### config.mk
export PLATFORM = sky130hd
export DESIGN_NAME = dma2d_addr_gen
export DESIGN_NICKNAME = d
export VERILOG_FILES = /design/src/rtl/dma2d_pkg.sv /design/src/rtl/dma2d_grid_walk.sv /design/src/rtl/dma2d_ring_walk.sv /design/src/rtl/dma2d_addr_gen.sv
export SDC_FILE = /design/constraint.sdc
export NUM_CORES = 1
export LEC_CHECK = 0
export ABC_AREA = 0
export BUFFER_PORTS_ARGS = -buffer_cell sky130_fd_sc_hd__buf_2
export CORE_MARGIN = 5
export CORE_UTILIZATION = 25
export CTS_CLUSTER_DIAMETER = 120
export DETAILED_ROUTE_END_ITERATION = 8
export GPL_TIMING_DRIVEN = 0
export PLACE_DENSITY = 0.42
export REMOVE_ABC_BUFFERS = 1
export SYNTH_ARGS = -nofsm -noshare
export SYNTH_HDL_FRONTEND = slang
export SYNTH_HIERARCHICAL = 1
export SYNTH_SLANG_ARGS = --single-unit
export TNS_END_PERCENT = 20
### constraint.sdc
create_clock -name clk -period 7.7 [get_ports clk]
set_input_delay 1.54 -clock clk [delete_from_list [all_inputs] [get_ports clk]]
set_output_delay 1.54 -clock clk [all_outputs]
set_load 0.02 [all_outputs]
### src/rtl/dma2d_pkg.sv
package dma2d_pkg;
   typedef enum logic [1:0] {
      WALK_IDLE = 2'd0,
      WALK_GRID = 2'd1,
      WALK_RING = 2'd2
   } walk_mode_e;
endpackage

### src/rtl/dma2d_grid_walk.sv
// Rectangle walker: column and row counters with a running line base.
module dma2d_grid_walk #(
   parameter int ADDR_W = 30,
   parameter int LEN_W  = 16,
   parameter int CNT_W  = 16
) (
   input  logic              clk,
   input  logic              rst_n,
   input  logic              load,
   input  logic [ADDR_W-1:0] start_word,
   input  logic [LEN_W-1:0]  line_len,
   input  logic [LEN_W-1:0]  stride,
   input  logic [CNT_W-1:0]  lines_m1,
   input  logic              step,
   output logic [ADDR_W-1:0] addr,
   output logic              last_beat
);
   logic [ADDR_W-1:0] line_base_q;
   logic [LEN_W-1:0]  col_q, len_q, stride_q;
   logic [CNT_W-1:0]  row_q, rows_q;
   logic              line_end;

   assign line_end  = (col_q == len_q - LEN_W'(1));
   assign last_beat = line_end && (row_q == rows_q);
   assign addr      = line_base_q + ADDR_W'(col_q);

   always_ff @(posedge clk or negedge rst_n) begin
      if (!rst_n) begin
         line_base_q <= '0;
         col_q       <= '0;
         row_q       <= '0;
         len_q       <= '0;
         stride_q    <= '0;
         rows_q      <= '0;
      end else if (load) begin
         line_base_q <= start_word;
         col_q       <= '0;
         row_q       <= '0;
         len_q       <= line_len;
         stride_q    <= stride;
         rows_q      <= lines_m1;
      end else if (step) begin
         if (line_end) begin
            col_q       <= '0;
            row_q       <= row_q + CNT_W'(1);
            line_base_q <= line_base_q + ADDR_W'(stride_q);
         end else begin
            col_q <= col_q + LEN_W'(1);
         end
      end
   end
endmodule

### src/rtl/dma2d_ring_walk.sv
// Circular walker: one offset counter over a region with two halves.
module dma2d_ring_walk #(
   parameter int ADDR_W = 30,
   parameter int LEN_W  = 16,
   parameter int CNT_W  = 16
) (
   input  logic              clk,
   input  logic              rst_n,
   input  logic              load,
   input  logic [ADDR_W-1:0] start_word,
   input  logic [LEN_W-1:0]  stride,
   input  logic [CNT_W-1:0]  lines_m1,
   input  logic              step,
   output logic [ADDR_W-1:0] addr,
   output logic              boundary
);
   localparam int SZ_W = LEN_W + CNT_W + 1;

   logic [ADDR_W-1:0] base_q;
   logic [SZ_W-1:0]   off_q, size_q, half_q, off_nxt, size_calc;

   assign size_calc = SZ_W'(stride) * (SZ_W'(lines_m1) + SZ_W'(1));
   assign off_nxt   = off_q + SZ_W'(1);
   assign boundary  = (off_nxt == half_q) || (off_nxt == size_q);
   assign addr      = base_q + ADDR_W'(off_q);

   always_ff @(posedge clk or negedge rst_n) begin
      if (!rst_n) begin
         base_q <= '0;
         off_q  <= '0;
         size_q <= '0;
         half_q <= '0;
      end else if (load) begin
         base_q <= start_word;
         off_q  <= '0;
         size_q <= size_calc;
         half_q <= size_calc >> 1;
      end else if (step) begin
         off_q <= (off_nxt == size_q) ? '0 : off_nxt;
      end
   end
endmodule

### src/rtl/dma2d_addr_gen.sv
module dma2d_addr_gen
   import dma2d_pkg::*;
#(
   parameter int ADDR_W = 30,
   parameter int LEN_W  = 16,
   parameter int CNT_W  = 16
) (
   input  logic              clk,
   input  logic              rst_n,
   input  logic              cfg_start,
   input  logic [ADDR_W+1:0] cfg_byte_addr,
   input  logic [LEN_W-1:0]  cfg_line_len,
   input  logic [LEN_W-1:0]  cfg_stride,
   input  logic [CNT_W-1:0]  cfg_lines_m1,
   input  logic              cfg_dir,
   input  logic              loop_stop,
   output logic              out_valid,
   input  logic              out_ready,
   output logic [ADDR_W-1:0] out_addr,
   output logic              out_dir,
   output logic              done,
   output logic              half_evt
);
   generate
      if (ADDR_W < 4 || ADDR_W > 62) begin : g_bad_addr
         $error("dma2d_addr_gen: ADDR_W out of range");
      end
      if (LEN_W < 1 || CNT_W < 1) begin : g_bad_len
         $error("dma2d_addr_gen: LEN_W and CNT_W must be positive");
      end
   endgenerate

   walk_mode_e        mode_q;
   logic              stop_pend_q, dir_q, done_q, half_q;
   logic              launch, accept, grid_step, ring_step;
   logic              grid_last, ring_bound, ring_exit;
   logic [ADDR_W-1:0] start_word, grid_addr, ring_addr;

   assign start_word = cfg_byte_addr[ADDR_W+1:2];
   assign launch     = cfg_start && (mode_q == WALK_IDLE);
   assign accept     = (mode_q != WALK_IDLE) && out_ready;
   assign grid_step  = accept && (mode_q == WALK_GRID);
   assign ring_step  = accept && (mode_q == WALK_RING);
   assign ring_exit  = ring_step && (loop_stop || stop_pend_q);

   dma2d_grid_walk #(.ADDR_W(ADDR_W), .LEN_W(LEN_W), .CNT_W(CNT_W)) u_grid (
      .clk        (clk),
      .rst_n      (rst_n),
      .load       (launch),
      .start_word (start_word),
      .line_len   (cfg_line_len),
      .stride     (cfg_stride),
      .lines_m1   (cfg_lines_m1),
      .step       (grid_step),
      .addr       (grid_addr),
      .last_beat  (grid_last)
   );

   dma2d_ring_walk #(.ADDR_W(ADDR_W), .LEN_W(LEN_W), .CNT_W(CNT_W)) u_ring (
      .clk        (clk),
      .rst_n      (rst_n),
      .load       (launch),
      .start_word (start_word),
      .stride     (cfg_stride),
      .lines_m1   (cfg_lines_m1),
      .step       (ring_step),
      .addr       (ring_addr),
      .boundary   (ring_bound)
   );

   always_ff @(posedge clk or negedge rst_n) begin
      if (!rst_n) begin
         mode_q      <= WALK_IDLE;
         stop_pend_q <= 1'b0;
         dir_q       <= 1'b0;
         done_q      <= 1'b0;
         half_q      <= 1'b0;
      end else begin
         done_q <= grid_step && grid_last;
         half_q <= ring_step && ring_bound;
         if (launch) begin
            mode_q      <= (cfg_line_len == '0) ? WALK_RING : WALK_GRID;
            dir_q       <= cfg_dir;
            stop_pend_q <= 1'b0;
         end else if ((grid_step && grid_last) || ring_exit) begin
            mode_q      <= WALK_IDLE;
            stop_pend_q <= 1'b0;
         end else if (mode_q == WALK_RING && loop_stop) begin
            stop_pend_q <= 1'b1;
         end
      end
   end

   assign out_valid = (mode_q != WALK_IDLE);
   assign out_addr  = (mode_q == WALK_RING) ? ring_addr : grid_addr;
   assign out_dir   = dir_q;
   assign done      = done_q;
   assign half_evt  = half_q;
endmodule

==> impl_metrics.py <==
metrics = {
    "status": {
        "status": "finished, violations left",
        "failed_checks": "negative setup slack",
    },
    "cells_and_area": {
        "drive_gt1_frac": 0.157,
        "regArea_mm2": 0.00531,
        "multi_input_area_mm2": 0.0188,
        "area_delta_synth_final_pct": 16.0,
        "fillCellCount": 10785,
        "fin_nets": 3370,
    },
    "routing": {
        "firstDrtPassIters": 5,
        "ant_nets": 0,
        "drcViolationCount": 0,
        "dr.first_iter.drc_count": 1062,
        "routed_wl_um": 76700,
        "wire_per_inst_um": 17.9,
        "num_vias": 20231,
        "viasPerCell": 4.72,
    },
    "power_and_ir_drop": {
        "leakage_nw": 13.5,
        "peakVddDrop_uv": 509,
        "power_mw": 11.1,
        "power_density_mw_per_mm2": 377,
    },
    "cts": {
        "cts.path.max_buffers": 3,
        "clockRootBuffer": "clkbuf_16",
        "h-tree-depth": 1,
        "cts_made_buffers": 29,
        "cts_tree": "built",
        "cts.sinks": 212,
        "clkTransAtPathRegs_ns": 0.06,
        "clock_latency_ns": 0.58,
    },
    "worst_setup_path": {
        "worstPathArrival_ns": 8.29,
        "crit_type": "in2reg",
        "cp_common_cell": "fa_1",
        "critPathMaxStageDelay_ns": 0.60,
        "worstSetupStartpointType": "input port",
        "required_ns": 8.14,
        "path_max_fanout": 4,
        "crit_slowest_cell": "fa_1",
        "worst-path-buf-inv": 7,
        "endpoint_kind": "flip-flop",
        "crit_family": "adder cells",
    },
    "yosys": {
        "post-synth-top-count-cell": "inv_1",
        "yosysTopAreaCell": "dfrtp_1",
        "synth-edff-count": 0,
        "synth_warnings": 6,
        "synth-seq-cells": 212,
        "yosysSeqAreaShare": 0.209,
        "netlist_area_mm2": 0.0254,
        "synth_top_area_frac": 0.209,
        "netlist_top_cells_count": "inv_1 (295), nand2_1 (272), dfrtp_1 (212)",
        "syn_area_per_cell_um2": 8.97,
        "synthArstFlopShare": 1.00,
        "synthFlopType": "dfrtp_1",
        "synth_cells": 2830,
        "synthDistinctLibCells": 87,
        "synth_area_leaders": "dfrtp_1 (21%), fa_1 (17%), ha_1 (8.4%)",
    },
    "placement": {
        "gp_congestion": 0.828,
        "dp_hpwl_um": 61200,
        "io_buffers": 117,
        "place_ws_ns": -2.47,
    },
    "sta": {
        "slew_violations": 0,
        "timing.fmax_ghz": 0.127,
        "skew_ns": 0.0241,
        "fin_ws_ns": -0.147,
        "setup_viol": 4,
        "period_needed_ns": 7.85,
        "grt_setup_unrepaired": "yes",
        "worstMarginPinSlew_ns": 1.12,
        "finalHoldViolCount": 0,
        "min_period_over_period": 1.02,
        "slew_headroom": 0.250,
    },
    "min_path": {
        "hold_class": "reg2reg",
    },
    "grt": {
        "grt_pass1_wl_um": 122000,
        "first_global_vias": 20836,
        "grt_use_total": 0.140,
        "antenna_found_initial": 11,
        "grt_max_degree": 107,
        "grt-ovfl-total": 0,
    },
    "run": {
        "cap_viol_max_count": 0,
    },
    "floorplanning": {
        "core_area_mm2": 0.100,
        "initial_utilization": 0.253,
        "die_y_um": 329,
        "io-pin-count": 120,
        "num_rows": 116,
        "die_w_um": 329,
        "dieArea_mm2": 0.108,
    },
}
[layout make-up]
class | count | share of cell area
tap | 1357 | 0.0577
antenna | 5 | 0.000425
timing repair buffer | 186 | 0.0516
clock inverter | 8 | 0.00344
sequential | 212 | 0.180
inverter | 296 | 0.0377
clock buffer | 42 | 0.0290
multi-input combinational | 2177 | 0.640
[flip-flops by register name, summed over array words and instances (netlist names)]
register	flops
u_ring/size_q	33
stop_pend_q	1
u_grid/line_base_q	30
u_grid/rows_q	16
out_dir	1
u_grid/stride_q	16
half_evt	1
mode_q	2
u_ring/off_q	33
u_grid/col_q	16
u_ring/base_q	30
done	1
u_grid/len_q	16
u_grid/row_q	16
[cells in the final DEF, fill, tap and decap left out, types with 32 or more instances in the layout]
cell | netlist | final
inv_1 | 295 | 293
nor2b_1 | 40 | 38
xnor2_1 | 129 | 119
nand3_1 | 108 | 103
nor4_1 | 32 | 32
nor3_1 | 54 | 52
or3_1 | 42 | 41
nand4_1 | 47 | 47
xor2_1 | 93 | 87
mux2_2 | 97 | 96
fa_1 | 211 | 208
a21oi_1 | 130 | 129
buf_4 | 6 | 37
dfrtp_1 | 212 | 212
nor2_1 | 102 | 96
and2_1 | 118 | 117
buf_2 | 14 | 108
nand2_1 | 272 | 267
ha_1 | 171 | 161
a21o_1 | 68 | 68
o21ai_0 | 79 | 75
[metal layers]
| metal | GRT usage | routed length [µm] | vias to the layer above |
|---|---|---|---|
| li1 | - | - | 9841 |
| met1 | 0.192 | 36100 | 9970 |
| met2 | 0.242 | 36400 | 329 |
| met3 | 0.0157 | 2690 | 83 |
| met4 | 0.0265 | 1470 | 8 |
| met5 | 0 | 55 | - |
[where the power goes]
part           total, mW  leakage (nW)  switching, mW  internal, mW
clock               1.36         0.474          0.536         0.829
combinational       7.92          10.4           4.36          3.57
sequential          1.81          2.63          0.401          1.41
total               11.1          13.5           5.29          5.81
[through the flow]
step                TNS [ns]  hold WS, ns  instance area [µm²]   util  std cells
finish                -0.395        0.507                29400  0.293       4283
global route           -1.70        0.524                29400  0.293       4278
CTS                        0        0.513                29300  0.292       4274
detailed placement    -32.40        0.499                27700  0.276       4192
global placement    -1792.52        0.485                27000  0.269       4159
floorplan            -520.37        0.485                24700      -       2685
[path summary, 6_finish.rpt]
check                      slack [ns]       startpoint                end  cells past startpoint
setup / recovery                -0.15  cfg_lines_m1[0]  u_ring/size_q[27]                     29
hold reg to reg                  0.51          out_dir            out_dir                      1
hold / removal                   0.51          out_dir            out_dir                      1
max in group asynchronous        5.65            rst_n   u_ring/off_q[32]                      3
setup reg to reg                 2.60  u_ring/off_q[0]   u_ring/off_q[20]                     10
min in group asynchronous        0.75            rst_n    u_grid/len_q[0]                      1
[kinds of logic after synthesis]
logic type | count (synthesis) | synth area share
adders and majority gates | 382 | 0.251
buffers and inverters | 441 | 0.0690
DFF | 212 | 0.209
and+or+nand+nor | 950 | 0.198
muxes | 151 | 0.0699
AOI/OAI and AO/OA | 466 | 0.121
xor gates and xnor gates | 228 | 0.0822
[repair_timing]
action,4_1_cts,5_1_grt
hold buffers,0,0
gates resized for setup,75,23
cloned,1,0
buffers inserted,31,4
pin swaps,40,25
setup endpoints to repair,19,15
Note: power is estimated with default switching activity, not from simulation.
